===== src/rtl/sci_irq_pkg.sv =====
package sci_irq_pkg;
  localparam int DATA_W   = 8;
  localparam int NFLAG    = 5;
  localparam int FLAG_LSB = DATA_W - NFLAG;

  // flag indices; status bit position = FLAG_LSB + index
  localparam int FL_PER  = 0;
  localparam int FL_FER  = 1;
  localparam int FL_ORER = 2;
  localparam int FL_RDRF = 3;
  localparam int FL_TDRE = 4;

  typedef struct packed {
    logic       tx_ie;
    logic       rx_ie;
    logic       tx_en;
    logic       rx_en;
    logic       mp_ie;
    logic       tend_ie;
    logic [1:0] clk_sel;
  } ctrl_t;
endpackage


===== src/rtl/sci_ctrl_reg.sv =====
module sci_ctrl_reg
  import sci_irq_pkg::*;
(
  input  logic              clk,
  input  logic              rst,
  input  logic              standby_i,
  input  logic              wr_en_i,
  input  logic [DATA_W-1:0] wdata_i,
  output ctrl_t             ctrl_o
);
  ctrl_t ctrl_q;

  always_ff @(posedge clk) begin
    if (rst || standby_i) begin
      ctrl_q <= '0;
    end else if (wr_en_i) begin
      ctrl_q <= ctrl_t'(wdata_i);
    end
  end

  assign ctrl_o = ctrl_q;
endmodule


===== src/rtl/sci_flag_cell.sv =====
module sci_flag_cell #(
  parameter logic RST_VAL = 1'b0
) (
  input  logic clk,
  input  logic rst,
  input  logic set_i,
  input  logic rd_i,
  input  logic wr_i,
  input  logic wbit_i,
  output logic flag_o
);
  logic flag_q;
  logic armed_q;
  logic do_clr;

  // clear needs a write of 0 after a read that saw the flag at 1
  assign do_clr = wr_i && !wbit_i && armed_q;

  always_ff @(posedge clk) begin
    if (rst) begin
      flag_q  <= RST_VAL;
      armed_q <= 1'b0;
    end else begin
      if (set_i) begin
        flag_q  <= 1'b1;
        armed_q <= 1'b0;
      end else if (do_clr) begin
        flag_q  <= 1'b0;
        armed_q <= 1'b0;
      end else if (rd_i && flag_q) begin
        armed_q <= 1'b1;
      end
    end
  end

  assign flag_o = flag_q;
endmodule


===== src/rtl/sci_irq_req.sv =====
module sci_irq_req
  import sci_irq_pkg::*;
(
  input  ctrl_t            ctrl_i,
  input  logic [NFLAG-1:0] flags_i,
  output logic             txi_o,
  output logic             rxi_o,
  output logic             eri_o
);
  logic any_err;

  assign any_err = flags_i[FL_ORER] | flags_i[FL_FER] | flags_i[FL_PER];
  assign txi_o   = ctrl_i.tx_ie & flags_i[FL_TDRE];
  assign rxi_o   = ctrl_i.rx_ie & flags_i[FL_RDRF];
  assign eri_o   = ctrl_i.rx_ie & any_err;
endmodule


===== src/rtl/sci_irq_ctrl.sv =====
module sci_irq_ctrl
  import sci_irq_pkg::*;
#(
  parameter int ADDR_W    = 2,
  parameter int CTRL_ADDR = 0,
  parameter int STAT_ADDR = 1
) (
  input  logic              clk,
  input  logic              rst,
  input  logic              standby_i,
  input  logic [ADDR_W-1:0] addr_i,
  input  logic              wr_i,
  input  logic              rd_i,
  input  logic [DATA_W-1:0] wdata_i,
  output logic [DATA_W-1:0] rdata_o,
  input  logic              tx_load_i,
  input  logic              rx_ready_i,
  input  logic              frame_err_i,
  input  logic              parity_err_i,
  input  logic              overrun_i,
  output logic              txi_o,
  output logic              rxi_o,
  output logic              eri_o,
  output logic              tx_en_o,
  output logic              rx_en_o,
  output logic              mp_ie_o,
  output logic              tend_ie_o,
  output logic [1:0]        clk_sel_o
);
  localparam logic [ADDR_W-1:0] CTRL_A = ADDR_W'(CTRL_ADDR);
  localparam logic [ADDR_W-1:0] STAT_A = ADDR_W'(STAT_ADDR);

  logic              ctrl_sel, stat_sel, stat_wr, stat_rd;
  ctrl_t             ctrl;
  logic [DATA_W-1:0] ctrl_q, stat_q;
  logic [NFLAG-1:0]  evt, flags;

  assign ctrl_sel = (addr_i == CTRL_A);
  assign stat_sel = (addr_i == STAT_A);
  assign stat_wr  = wr_i && stat_sel;
  assign stat_rd  = rd_i && stat_sel;

  sci_ctrl_reg ctrl_reg_i (
    .clk      (clk),
    .rst      (rst),
    .standby_i(standby_i),
    .wr_en_i  (wr_i && ctrl_sel),
    .wdata_i  (wdata_i),
    .ctrl_o   (ctrl)
  );

  assign ctrl_q = ctrl;

  assign evt[FL_TDRE] = tx_load_i;
  assign evt[FL_RDRF] = rx_ready_i;
  assign evt[FL_ORER] = overrun_i;
  assign evt[FL_FER]  = frame_err_i;
  assign evt[FL_PER]  = parity_err_i;

  for (genvar g = 0; g < NFLAG; g++) begin : g_flag
    sci_flag_cell #(
      .RST_VAL((g == FL_TDRE) ? 1'b1 : 1'b0)
    ) cell_i (
      .clk   (clk),
      .rst   (rst),
      .set_i (evt[g]),
      .rd_i  (stat_rd),
      .wr_i  (stat_wr),
      .wbit_i(wdata_i[FLAG_LSB+g]),
      .flag_o(flags[g])
    );
  end

  assign stat_q = {flags, {FLAG_LSB{1'b0}}};

  always_ff @(posedge clk) begin
    if (rst) begin
      rdata_o <= '0;
    end else if (rd_i) begin
      if (ctrl_sel)      rdata_o <= ctrl_q;
      else if (stat_sel) rdata_o <= stat_q;
      else               rdata_o <= '0;
    end
  end

  sci_irq_req req_i (
    .ctrl_i (ctrl),
    .flags_i(flags),
    .txi_o  (txi_o),
    .rxi_o  (rxi_o),
    .eri_o  (eri_o)
  );

  assign tx_en_o   = ctrl.tx_en;
  assign rx_en_o   = ctrl.rx_en;
  assign mp_ie_o   = ctrl.mp_ie;
  assign tend_ie_o = ctrl.tend_ie;
  assign clk_sel_o = ctrl.clk_sel;
endmodule


===== config.mk =====
export PLATFORM = sky130hd
export DESIGN_NAME = sci_irq_ctrl
export DESIGN_NICKNAME = d
export VERILOG_FILES = /design/src/rtl/sci_irq_pkg.sv /design/src/rtl/sci_ctrl_reg.sv /design/src/rtl/sci_flag_cell.sv /design/src/rtl/sci_irq_req.sv /design/src/rtl/sci_irq_ctrl.sv
export SDC_FILE = /design/constraint.sdc
export NUM_CORES = 1
export LEC_CHECK = 0
export ABC_AREA = 0
export BUFFER_PORTS_ARGS = -buffer_cell sky130_fd_sc_hd__buf_4
export CAP_MARGIN = 5
export CORE_MARGIN = 8
export CORE_UTILIZATION = 30
export DETAILED_ROUTE_END_ITERATION = 6
export GPL_TIMING_DRIVEN = 0
export SLEW_MARGIN = 0
export SYNTH_ARGS = -nofsm -noshare
export SYNTH_HDL_FRONTEND = slang
export SYNTH_SLANG_ARGS = --single-unit

===== constraint.sdc =====
create_clock -name clk -period 1.1 [get_ports clk]
set_input_delay 0.055 -clock clk [delete_from_list [all_inputs] [get_ports clk]]
set_output_delay 0.055 -clock clk [all_outputs]
set_load 0.02 [all_outputs]

======== Word level (Yosys, flattened, before mapping) ========
Cells that the tools add are included.
Widths: inputs -> output; s select.
word-level totals
  flip-flop bits (word level) ............. 26
  input bits .............................. 20
  output and inout port bits .............. 17
  logic and storage cells ................. 69
cells by class
  eq/ne operators ......................... 1
  mux-type cells .......................... 10
  bitwise operators ....................... 5
  reductions and logical operators ........ 35
operators with widths
  kind                count
  $logic_and 1x1->1   18
  $mux 8              2
  $reduce_or 3->1     5
  $mux 1              8
  $reduce_bool 2->1   4
  $logic_not 1->1     5
  $and 1x1->1         3
  $eq 2x1->1 const B  1
  $logic_not 2->1     1
  $or 1x1->1          2
  $reduce_or 2->1     1
  $logic_or 1x1->1    1

======== Logic depth before layout (Yosys ltp) ========
Gate-level depths: netlist of run 1.
  depth after elaboration ................. 6
  depth in mapped cells ................... 4

======== Modules after synthesis ========
From an unflattened synthesis of run 1, not the netlist that was laid out.
second synthesis, totals
  cell total of the unflattened synthesis .. 107
  area, all modules ....................... 1166.1 µm²
by module, submodules not included
  module                                times used  cells an instance  area an instance (µm²)
  sci_flag_cell (g_flag[0].cell_i ...)  4           9                  97.6
  sci_irq_ctrl                          1           33                 379.1
  sci_ctrl_reg                          1           27                 295.3
  sci_flag_cell (g_flag[4].cell_i)      1           8                  80.1
  sci_irq_req                           1           3                  21.3

======== Worst setup path after synthesis of run 1 ========
No wires, ideal clock.
  path type ............................... reg2reg
  from .................................... register g_flag[4].cell_i.armed_q
  to ...................................... register g_flag[4].cell_i.flag_q
  arrival time ............................ 893 ps
  required time ........................... 978 ps
  slack ................................... 86 ps
  cell stages (with the launch flop) ...... 3
  buffers on the path ..................... 0
  period minus slack after synthesis ...... 1014 ps
  cells stage by stage .................... dfxtp_1 or3b_2 o32a_1
on the way
  cells in the longest elaborated chain, start to end .. 1
ends and longest elaborated chain
  element                 line                 source
  start, declared         sci_flag_cell.sv:13  logic armed_q;
  start signal, assigned  sci_flag_cell.sv:22  armed_q <= 1'b0;
  start signal, assigned  sci_flag_cell.sv:26  armed_q <= 1'b0;
  start signal, assigned  sci_flag_cell.sv:29  armed_q <= 1'b0;
  $logic_and 1x1->1       sci_flag_cell.sv:17  assign do_clr = wr_i && !wbit_i && armed_q;
  end signal, assigned    sci_flag_cell.sv:21  flag_q <= RST_VAL;
  end signal, assigned    sci_flag_cell.sv:25  flag_q <= 1'b1;
  end signal, assigned    sci_flag_cell.sv:28  flag_q <= 1'b0;
  end, declared           sci_flag_cell.sv:12  logic flag_q;
No other way between the ends.
A chain may end at the register's enable or synchronous reset.

======== Worst setup path in the final report of run 1 ========
  from .................................... register g_flag[2].cell_i.flag_q
  to ...................................... output eri_o
on the way
  cells in the longest elaborated chain, start to end .. 3
ends and longest elaborated chain
  element                   line                 source
  start, declared           sci_flag_cell.sv:12
  start signal, assigned    sci_flag_cell.sv:21
  start signal, assigned    sci_flag_cell.sv:25
  start signal, assigned    sci_flag_cell.sv:28
  $or 1x1->1 (2 in series)  sci_irq_req.sv:12    assign any_err = flags_i[FL_ORER] | flags_i[FL_FER] | flags_i[FL_PER];
  $and 1x1->1               sci_irq_req.sv:15    assign eri_o = ctrl_i.rx_ie & any_err;
  end, declared             sci_irq_ctrl.sv:23   output logic eri_o,
No other way between the ends.

==> parameters.txt, run 1 <==
Parameter                              Value

Worst setup path
  Endpoint of the lowest-slack register-to-register path ... g_flag[4].cell_i.flag_o
  Type of the worst setup path ... register to primary output
  Worst-path fanout max ... 2
  Critical path startpoint category ... register
  Worst R2R Setup Slack ... 60 ps
  Worst reg2reg path startpoint ... g_flag[4].cell_i.armed_q
  Data required time of the critical path ... 1040 ps
  Worst reg-to-reg path cell count ... 2
  Arr. time, crit path ... 1040 ps
  Category of the worst setup path capture point ... primary output

Routing
  Ratio of routed vias to standard cells ... 5.33
  DRC violation count after routing ... 0
  Post-Route WL ... 3.51 mm
  Detail-routed net length per standard cell ... 16.9 um
  Starting DRT DRC Count ... 46
  Router iterations before antenna repair ... 4
  Vias ... 1108
  Post-route antenna net violation count ... 0

Hold path
  Kind of path behind the tightest hold check ... input pin to register
  Source of the worst hold timing path ... tx_load_i
  Hold endpoint ... g_flag[4].cell_i.flag_o
  Worst hold stages ... 2

Synth
  Avg Synthesized Cell Area ... 10.8 um^2
  Sequential cell area fraction in the yosys report ... 0.407
  Synthesis warning total ... 0
  Cells after synthesis ... 118
  Netlist cell types ... 26
  Post-Synthesis Cell Area ... between 0.001 and 0.0015 mm^2
  FF+latch count, synth ... 26
  Post-synthesis net count ... 138

STA
  Clk_skew ... 0.871 ps
  Total of endpoints with negative setup slack in the final report ... 0
  F_max ... slightly above 900 MHz
  Pins Over Slew Limit ... 0
  Final worst-path cycle share ... 0.994
  Final critical path time including I/O delays and setup ... 1090 ps
  Worst hold slack across all endpoints ... ~47 ps
  Worst slew slack as a fraction of its limit ... 0.669
  RSZ-0062 raised after global routing ... yes
  Number of hold violations in the final report ... 0
  Actual slew at the worst max-slew pin ... between 400 and 500 ps

Clock network
  Clock Sink Count ... 26
  Number of levels in the clock H-tree ... 1
  Clock transition at the registers of the reported paths ... 90 ps
  CTS tree ... built
  TritonCTS Buffers ... 3
  Number of buffers between clock root and the deepest sink ... 2
  Clk_lat worst skew ... approximately 270 ps
  Clock Tree Root ... clkbuf_8

GRT
  Number of global-route vias before repair ... approximately 1200
  Aggregate global-route resource usage ... 0.108
  GR Overflow Total ... 0
  Global-route wire length before repair ... 5.57 mm
  Pin count of the biggest net entering global routing ... 16
  Number of antenna violations at the first check in global routing ... 0

Power
  Largest vdd supply drop ... ~0.0005 V
  Leakage dissipation ... 0.000664 uW
  Pwr Density ... about 1200 mW/mm^2

Final layout
  Layout-stage area growth over the synthesis result ... 32.2%
  Fraction of layout cells with a size suffix above 1 ... 0.411
  Most frequent cells in the layout ... buf_4 (38), dfxtp_1 (23), nor3b_1 (16)
  Number of filler instances in the final layout ... ~410
  Total number of nets in the final design ... 179
  Core utilization of the finished layout ... 0.417
  Antenna cell count ... 0
  Most common cell after layout, fill and taps aside ... buf_4

Die
  Chip Height ... 81.3 um
  Core Box Area ... 0.00406 mm^2
  Full die area ... 0.00661 mm^2
  Number of ports placed on the die boundary ... 37
  Initial core utilization ... 0.315
  Floorplan die width ... 81.3 um
  Std-Cell Rows ... 23

Job
  Maximum Capacitance Violations ... 0

Placed design
  Final HPWL DP ... roughly 2.7 mm
  Final Wtd Congestion ... 0.732
  Number of port buffers ... 34

Run status
  Outcome ... finished clean
worst max path at each step:
stage / from / cells past startpoint / endpoint
4_1_cts: g_flag[2].cell_i.flag_o / 2 / eri_o
5_1_grt: g_flag[2].cell_i.flag_o / 2 / eri_o
6_report: g_flag[2].cell_i.flag_o / 2 / eri_o
3_5_place_dp: addr_i[1] / 4 / ctrl_reg_i.ctrl_o[4]
2_1_floorplan: g_flag[4].cell_i.armed_q / 2 / g_flag[4].cell_i.flag_o
3_3_place_gp: addr_i[1] / 4 / ctrl_reg_i.ctrl_o[5]
registers in the layout (all words and copies together) (netlist names):
register / count
ctrl_reg_i.ctrl_o: 8
rdata_o: 8
g_flag.cell_i.armed_q: 5
g_flag.cell_i.flag_o: 5
report_power, final:
| group | switching (uW) | internal, uW |
|---|---|---|
| Clock | 312 | 487 |
| Combinational | 127 | 133 |
| Sequential | 16.2 | 964 |
synth_stat cells:
| library cell | instances | area (um^2) |
|---|---|---|
| and2_1 | 2 | 12.5 |
| nor2_1 | 6 | 22.5 |
| buf_6 | 1 | 11.3 |
| o2bb2ai_1 | 6 | 52.6 |
| nand4bb_1 | 7 | 78.8 |
| mux2_2 | 8 | 90.1 |
| or3b_1 | 1 | 8.76 |
| buf_2 | 3 | 15.0 |
| o32a_1 | 1 | 10.0 |
| a32o_1 | 4 | 40.0 |
| o31a_1 | 1 | 8.76 |
| mux2i_1 | 5 | 50.1 |
| a21oi_1 | 3 | 15.0 |
| nor3b_1 | 16 | 120 |
| clkbuf_1 | 3 | 11.3 |
| dfxtp_1 | 26 | 521 |
| nor4b_1 | 5 | 43.8 |
| and3b_1 | 1 | 8.76 |
| nand2b_1 | 6 | 37.5 |
| nor3b_4 | 1 | 18.8 |
| or3b_2 | 2 | 17.5 |
| a311oi_1 | 1 | 8.76 |
| and4bb_2 | 1 | 12.5 |
| buf_4 | 3 | 22.5 |
| o221a_2 | 3 | 33.8 |
| inv_1 | 2 | 7.51 |
cells by family (layout without fill, tap and decap cells):
| group | after synthesis | in the layout | share of synthesized area |
|---|---|---|---|
| AO/OA/AOI/OAI | 19 | 19 | 0.132 |
| flip-flops | 26 | 26 | 0.407 |
| buffers and inverters | 12 | 52 | 0.0528 |
| AND/OR/NAND/NOR | 48 | 48 | 0.298 |
| multiplexers | 13 | 13 | 0.110 |
area by class of cell:
class	count	area, um^2	share of cell area
buffer	10	60.1	0.0355
tap	50	62.6	0.0370
clock inverter	1	30.0	0.0178
multi-input combinational	80	691	0.409
inverter	2	7.51	0.00444
clock buffer	3	41.3	0.0244
timing repair buffer	36	274	0.162
sequential	26	524	0.310
worst max-delay path, stage by stage (launching register included):
cell,delay (ps)
dfxtp_2,330
o31a_1,300
buf_6,130
layer usage:
layer,track usage,routed length [um],vias to the layer above
met5,0,0,-
met4,0.0482,77,0
met3,0.0287,165,7
met2,0.179,1750,27
met1,0.126,1520,541
li1,-,-,533
repair_timing:
item | in CTS | in global routing
endpoints found under the setup margin | 1 | 2
gates resized for setup | 3 | 1
setup buffers | 2 | 0
endpoints found under the hold margin | 0 | 0
hold buffers | 0 | 0
pin swaps | 1 | 0
through the flow:
| stage | instance area (um^2) | setup WS, ps | std cells | total power, uW | setup TNS (ps) |
|---|---|---|---|---|---|
| finish | 1690 | 6.18 | 208 | 2040 | 0 |
| CTS | 1690 | -6.89 | 208 | 2070 | -6.89 |
| floorplan | 1280 | 85.5 | 118 | 1140 | 0 |
| detailed placement | 1600 | -134 | 202 | 1260 | -1080 |
| global route | 1690 | -34.9 | 208 | 2120 | -34.9 |
| global placement | 1600 | -119 | 202 | 1250 | -933 |
Power figures use the tool's default switching activity.
==> run 2, diff against run 1 <==
--- a/config.mk
+++ b/config.mk
@@ -8,8 +8,10 @@
 export ABC_AREA = 0
 export BUFFER_PORTS_ARGS = -buffer_cell sky130_fd_sc_hd__buf_4
 export CAP_MARGIN = 5
+export CORE_ASPECT_RATIO = 0.6
 export CORE_MARGIN = 8
 export CORE_UTILIZATION = 30
+export CTS_BUF_LIST = sky130_fd_sc_hd__clkbuf_4 sky130_fd_sc_hd__clkbuf_8
 export DETAILED_ROUTE_END_ITERATION = 6
 export GPL_TIMING_DRIVEN = 0
 export SLEW_MARGIN = 0
==> run 2 against run 1 <==
Hold slack gained 13 ps. Global-route usage grew 1.0 points. Clock skew grew 4.9 ps. Register-to-register slack lost 20 ps. Worst setup slack gained 7.0 ps. Count of clock-buffer cells in the layout is the same. Final cell count grew 5.3%.
==> parameters.txt, run 2 (same netlist as run 1, synthesis figures left out) <==
Parameter                              Value

Power
  Switching part of the total ... 0.225 (+0.00174)
  Clock network fraction of design power ... 0.390 (-0.002)
  Net Sw Power ... 460 uW (+1.2%)
  Largest vdd supply drop ... 0.000454 V (-10%)
  Pwr Density ... 1200 mW/mm^2 (-0.81%)
  Share of total power in sequential cells ... 0.479 (-0.002)
  Int Power ... 1590 uW (+0.21%)
  Leakage dissipation ... 0.000670 uW (+0.78%)
  Logic gate share of total power ... 0.131 (+0.004)

Clock network
  Number of levels in the clock H-tree ... 1 (unchanged)
  Clock transition at the registers of the reported paths ... 90 ps (about the same)
  Hold Buf Count CTS ... 0 (unchanged)
  TritonCTS Buffers ... 3 (unchanged)
  CTS tree ... built
  Clock Tree Root ... clkbuf_8
  Number of buffers between clock root and the deepest sink ... 2 (unchanged)
  Clock Sink Count ... 26 (unchanged)
  Clk_lat worst skew ... 270 ps (about the same)

Die
  Core Box Area ... 0.00410 mm^2 (+1.0%)
  Initial core utilization ... 0.312 (-0.00317)
  Chip Height ... 66.6 um (-18%)
  Std-Cell Rows ... 18 (-22%)
  Full die area ... 0.00668 mm^2 (+1.0%)
  Floorplan die width ... 100 um (+23%)
  Number of ports placed on the die boundary ... 37 (unchanged)

GRT
  Number of antenna violations at the first check in global routing ... 0 (unchanged)
  GR Overflow Total ... 0 (unchanged)
  Pin count of the biggest net entering global routing ... 16 (unchanged)
  Global-route wire length before repair ... 6.18 mm (+11%)
  Aggregate global-route resource usage ... 0.118 (+0.0103)
  Number of global-route vias before repair ... 1234 (+7.0%)

Routing
  Router iterations before antenna repair ... 4 (unchanged)
  Post-Route WL ... 3.71 mm (+5.5%)
  Post-route antenna net violation count ... 0 (unchanged)
  Ratio of routed vias to standard cells ... 5.09 (-4.5%)
  Vias ... 1114 (+0.54%)
  DRC violation count after routing ... 0 (unchanged)
  Detail-routed net length per standard cell ... 16.9 um (+0.20%)
  Starting DRT DRC Count ... 52 (+13%)

Worst setup path
  Worst-path fanout max ... 2 (unchanged)
  Category of the worst setup path capture point ... primary output
  Data required time of the critical path ... 1040 ps (about the same)
  Cell with the largest stage delay on the worst path ... dfxtp_2
  Count of buffer and inverter cells on the critical path ... 1 (unchanged)
  Type of the worst setup path ... register to primary output
  Cell family contributing the most delay on the critical path ... flip-flops
  Critical path startpoint category ... register
  Arr. time, crit path ... 1030 ps (about the same)
  Critical Path, Cell by Cell ... o31a_1, buf_6
  Delay contributed by the slowest stage of the critical path ... 330 ps (about the same)

STA
  Final worst-path cycle share ... 0.988 (-0.00639)
  Worst slew slack as a fraction of its limit ... 0.670 (+0.00107)
  Final critical path time including I/O delays and setup ... 1090 ps (-7.03 ps)
  Actual slew at the worst max-slew pin ... 494 ps (-1.61 ps)
  Pins Over Slew Limit ... 0 (unchanged)
  Worst hold slack across all endpoints ... 60.5 ps (+13.1 ps)
  RSZ-0062 raised after global routing ... yes
  Number of hold violations in the final report ... 0 (unchanged)
  Total of endpoints with negative setup slack in the final report ... 0 (unchanged)
  Clk_skew ... 5.79 ps (+4.92 ps)
  F_max ... 920 MHz (+0.65%)

Final layout
  Count of placed standard cells in the final layout, fillers left out ... 219 (+5.3%)
  Total number of nets in the final design ... 180 (+0.56%)
  Layout-stage area growth over the synthesis result ... 33.9%
  Antenna cell count ... 0 (unchanged)
  Fraction of layout cells with a size suffix above 1 ... 0.421 (+0.00999)
  Most frequent cells in the layout ... buf_4 (39), dfxtp_1 (22), nor3b_1 (16)
  Design Area, Final ... 0.00171 mm^2 (+1.3%)
  Most common cell after layout, fill and taps aside ... buf_4

Job
  Maximum Capacitance Violations ... 0 (unchanged)

Placed design
  Cell area after placement ... 0.00161 mm^2 (+0.78%)
  Cell Count Post-Placement ... 212 (+5.0%)
  Number of port buffers ... 34 (unchanged)
  Final HPWL DP ... 2.89 mm (+8.9%)
  Final Wtd Congestion ... 0.772 (+5.5%)

Run status
  Outcome ... finished clean

Hold path
  Kind of path behind the tightest hold check ... input pin to register
run 2: power groups by stage:
stage               combinational, uW  clock (uW)  sequential (uW)
finish                            267         799              982
global route                      291         870              986
CTS                               261         817              982
detailed placement                254           0             1000
global placement                  244           0             1000
floorplan                         130           0             1010
run 2: cell type report:
| cell class | instances | area (um^2) |
|---|---|---|
| well taps | 60 | 75.1 |
| multi-input cells | 80 | 691 |
| clock buffers | 3 | 41.3 |
| plain buffers | 10 | 60.1 |
| clock inverters | 1 | 30.0 |
| repair buffers | 37 | 282 |
| flip-flops and latches | 26 | 526 |
| inverters | 2 | 7.51 |
| fillers | 431 | 2390 |
run 2: what timing repair did:
item / 4_1_cts / 5_1_grt
setup endpoints to repair: 1 / 2
gates resized for setup: 3 / 2
buffers inserted: 1 / 2
run 2: per-layer routing:
layer / GRT usage / vias up / share of wire
li1: - / 535 / -
met5: 0 / - / 0
met2: 0.192 / 33 / 0.45
met4: 0.0168 / 0 / 0.0067
met3: 0.0478 / 5 / 0.078
met1: 0.147 / 541 / 0.47
run 2: per-stage QoR:
step / setup WS [ps] / utilization / setup TNS, ps / total power (uW)
2_1_floorplan: 85.5 / - / 0 / 1140
3_3_place_gp: -106 / 0.393 / -837 / 1250
3_5_place_dp: -154 / 0.393 / -1300 / 1260
4_1_cts: 1.36 / 0.413 / 0 / 2060
5_1_grt: -32.8 / 0.418 / -32.8 / 2150
6_report: 13.2 / 0.418 / 0 / 2050
run 2: worst paths after layout:
path | from | endpoint | slack (ps) | depth (start not counted)
setup / recovery | g_flag[0].cell_i.flag_o | eri_o | 10 | 2
setup reg to reg | g_flag[4].cell_i.armed_q | g_flag[4].cell_i.flag_o | 40 | 2
hold reg to reg | rdata_o[4] | rdata_o[4] | 480 | 1
hold / removal | tx_load_i | g_flag[4].cell_i.flag_o | 60 | 2
==> run 3, diff against run 2 <==
==> constraint.sdc (replaced) <==
create_clock -name clk -period 1 [get_ports clk]
set_input_delay 0.05 -clock clk [delete_from_list [all_inputs] [get_ports clk]]
set_output_delay 0.05 -clock clk [all_outputs]
set_load 0.02 [all_outputs]
==> run 3 against run 2 <==
The run now ends with negative setup slack left. Cell area fell by 0.15%. Core utilization is 0.061 points lower. Sequential share of layout area increased by 0.41 points. Hold slack worse by 17 ps. Power fell by 3.0%. Worst setup slack worse by 95 ps. Critical path depth stayed put. Global-route usage fell by 0.60 points. Combinational power increased by 12%. Largest power group unchanged.
==> parameters.txt, run 3 (same netlist as run 1, synthesis figures left out) <==
Parameter                              Value

Run status
  Outcome ... complete, but fails checks
  Violated checks ... negative setup slack

GRT
  Pin count of the biggest net entering global routing ... 14 (-2)
  Number of antenna violations at the first check in global routing ... 0 (unchanged)
  Aggregate global-route resource usage ... 0.112 (-0.00605)
  Met2 Usage GRT ... 0.155 (-0.0364)
  Number of global-route vias before repair ... 1091 (-12%)
  Global-route track usage on met3 ... 0.0405 (-0.00728)
  GR Overflow Total ... 0 (unchanged)
  Global routing's busiest layer ... met1
  Global-route wire length before repair ... 5.84 mm (-5.6%)
  GR Layer Usage met1 ... 0.159 (+0.0124)

Routing
  Vias ... 1099 (-1.3%)
  Starting DRT DRC Count ... 34 (-35%)
  Detail-routed net length per standard cell ... 16.9 um (-0.33%)
  DRC violation count after routing ... 0 (unchanged)
  Post-Route WL ... 3.68 mm (-0.78%)
  Router iterations before antenna repair ... 4 (unchanged)
  Ratio of routed vias to standard cells ... 5.04 (-0.89%)
  Post-route antenna net violation count ... 0 (unchanged)

Final layout
  Combined area of the multi-input logic cells ... 708 um^2 (+2.5%)
  Antenna cell count ... 0 (unchanged)
  Fraction of layout cells with a size suffix above 1 ... 0.449 (+0.0280)
  Layout-stage area growth over the synthesis result ... 33.7%
  Most frequent cells in the layout ... buf_4 (38), dfxtp_1 (19), nor3b_1 (16)
  Number of filler instances in the final layout ... 426 (-1.2%)
  Most common cell after layout, fill and taps aside ... buf_4
  Count of placed standard cells in the final layout, fillers left out ... 218 (-0.46%)
  Register cell area after layout ... 532 um^2 (+1.2%)
  Total number of nets in the final design ... 180 (unchanged)
  Core utilization of the finished layout ... 0.417 (-0.000610)

Die
  Core Box Area ... 0.00410 mm^2 (unchanged)
  Floorplan die width ... 100 um (unchanged)
  Initial core utilization ... 0.312 (unchanged)
  Number of ports placed on the die boundary ... 37 (unchanged)
  Full die area ... 0.00668 mm^2 (unchanged)
  Std-Cell Rows ... 18 (unchanged)
  Chip Height ... 66.6 um (unchanged)

Job
  Maximum Capacitance Violations ... 0 (unchanged)

Power
  Switching part of the total ... 0.254 (+0.0296)
  Logic gate share of total power ... 0.151 (+0.020)
  Pwr Density ... 1160 mW/mm^2 (-2.8%)
  Share of total power in sequential cells ... 0.542 (+0.063)
  Largest vdd supply drop ... 0.000484 V (+6.7%)
  Int Power ... 1480 uW (-6.7%)
  Clock network fraction of design power ... 0.307 (-0.083)
  Net Sw Power ... 505 uW (+9.8%)
  Leakage dissipation ... 0.000665 uW (-0.75%)

Worst setup path
  Data required time of the critical path ... 950 ps (-90 ps)
  Critical path startpoint category ... register
  Arr. time, crit path ... 1030 ps (about the same)
  Category of the worst setup path capture point ... primary output
  Type of the worst setup path ... register to primary output
  Worst-path fanout max ... 2 (unchanged)

STA
  Number of hold violations in the final report ... 0 (unchanged)
  Worst slew slack as a fraction of its limit ... 0.657 (-0.0139)
  Actual slew at the worst max-slew pin ... 515 ps (+20.9 ps)
  Total of endpoints with negative setup slack in the final report ... 1 (+1)
  Final setup margin ... -82.2 ps (-95.5 ps)
  Final worst-path cycle share ... 1.08
  Clk_skew ... 2.65 ps (-3.14 ps)
  Setup_tns ... -82.2 ps (-82.2 ps)
  Final critical path time including I/O delays and setup ... 1080 ps
  Pins Over Slew Limit ... 0 (unchanged)
  RSZ-0062 raised after global routing ... yes
  F_max ... 924 MHz

Placed design
  Final HPWL DP ... 2.77 mm (-4.0%)
  Cell Count Post-Placement ... 212 (unchanged)
  Final Wtd Congestion ... 0.764 (-1.1%)
  Number of port buffers ... 34 (unchanged)

Clock network
  Clock transition at the registers of the reported paths ... 90 ps (about the same)
  Clk_lat worst skew ... 270 ps (about the same)
  TritonCTS Buffers ... 3 (unchanged)
  Clock Tree Root ... clkbuf_8
  CTS tree ... built
  Hold Buf Count CTS ... 0 (unchanged)
  Clock Sink Count ... 26 (unchanged)
  Number of levels in the clock H-tree ... 1 (unchanged)
  Number of buffers between clock root and the deepest sink ... 2 (unchanged)

Hold path
  Kind of path behind the tightest hold check ... input pin to register
run 3: cell count changes in the layout (fill, tap and decap cells not counted), sizes merged:
cell | before | now
bufinv | 1 | 0
run 3: final timing paths:
kind / startpoint / endpoint / slack (ps) / depth (start not counted)
min reg2reg: rdata_o[2] / rdata_o[2] / 470 / 2
max: g_flag[2].cell_i.flag_o / eri_o / -80 / 2
min: tx_load_i / g_flag[4].cell_i.flag_o / 40 / 2
max reg2reg: g_flag[4].cell_i.armed_q / g_flag[4].cell_i.flag_o / 30 / 2
run 3: per-stage QoR:
step | area [um^2] | hold slack [ps] | total power [uW] | setup slack [ps]
4_1_cts | 1680 | 44.6 | 1980 | -90.6
2_1_floorplan | 1280 | 199 | 1250 | 14.7
6_report | 1710 | 43.3 | 1990 | -82.2
5_1_grt | 1710 | 46.7 | 2070 | -142
3_3_place_gp | 1610 | 316 | 1380 | -230
3_5_place_dp | 1610 | 329 | 1380 | -256
run 3: power by group through the flow:
stage,Clock (uW),Sequential (uW),Combinational [uW]
after floorplan,0,1110,144
after global placement,0,1100,272
after detailed placement,0,1110,278
after CTS,606,1080,291
after global routing,665,1080,322
final,609,1080,300
run 3: worst max-delay path, stage by stage (launching register included):
cell and delay, ps:
dfxtp_2 330, o31a_1 300, buf_6 130
run 3: layout make-up:
cell class | instances | area share
Sequential cell | 26 | 0.311
Buffer | 10 | 0.0351
Timing Repair Buffer | 37 | 0.167
Inverter | 2 | 0.00439
Tap cell | 60 | 0.0439
Clock buffer | 3 | 0.0242
Multi-Input combinational cell | 80 | 0.414
run 3: what timing repair did:
| action | 4_1_cts | 5_1_grt |
|---|---|---|
| endpoints found under the setup margin | 3 | 6 |
| hold endpoints to repair | 0 | 0 |
| pin swaps | 1 | 2 |
| gates resized for setup | 5 | 7 |
| setup buffers | 2 | 1 |
run 3: metal layers:
metal,wire (um),share of wire
met1,1940,0.53
met2,1500,0.41
met3,211,0.057
met4,24,0.0065
met5,0,0
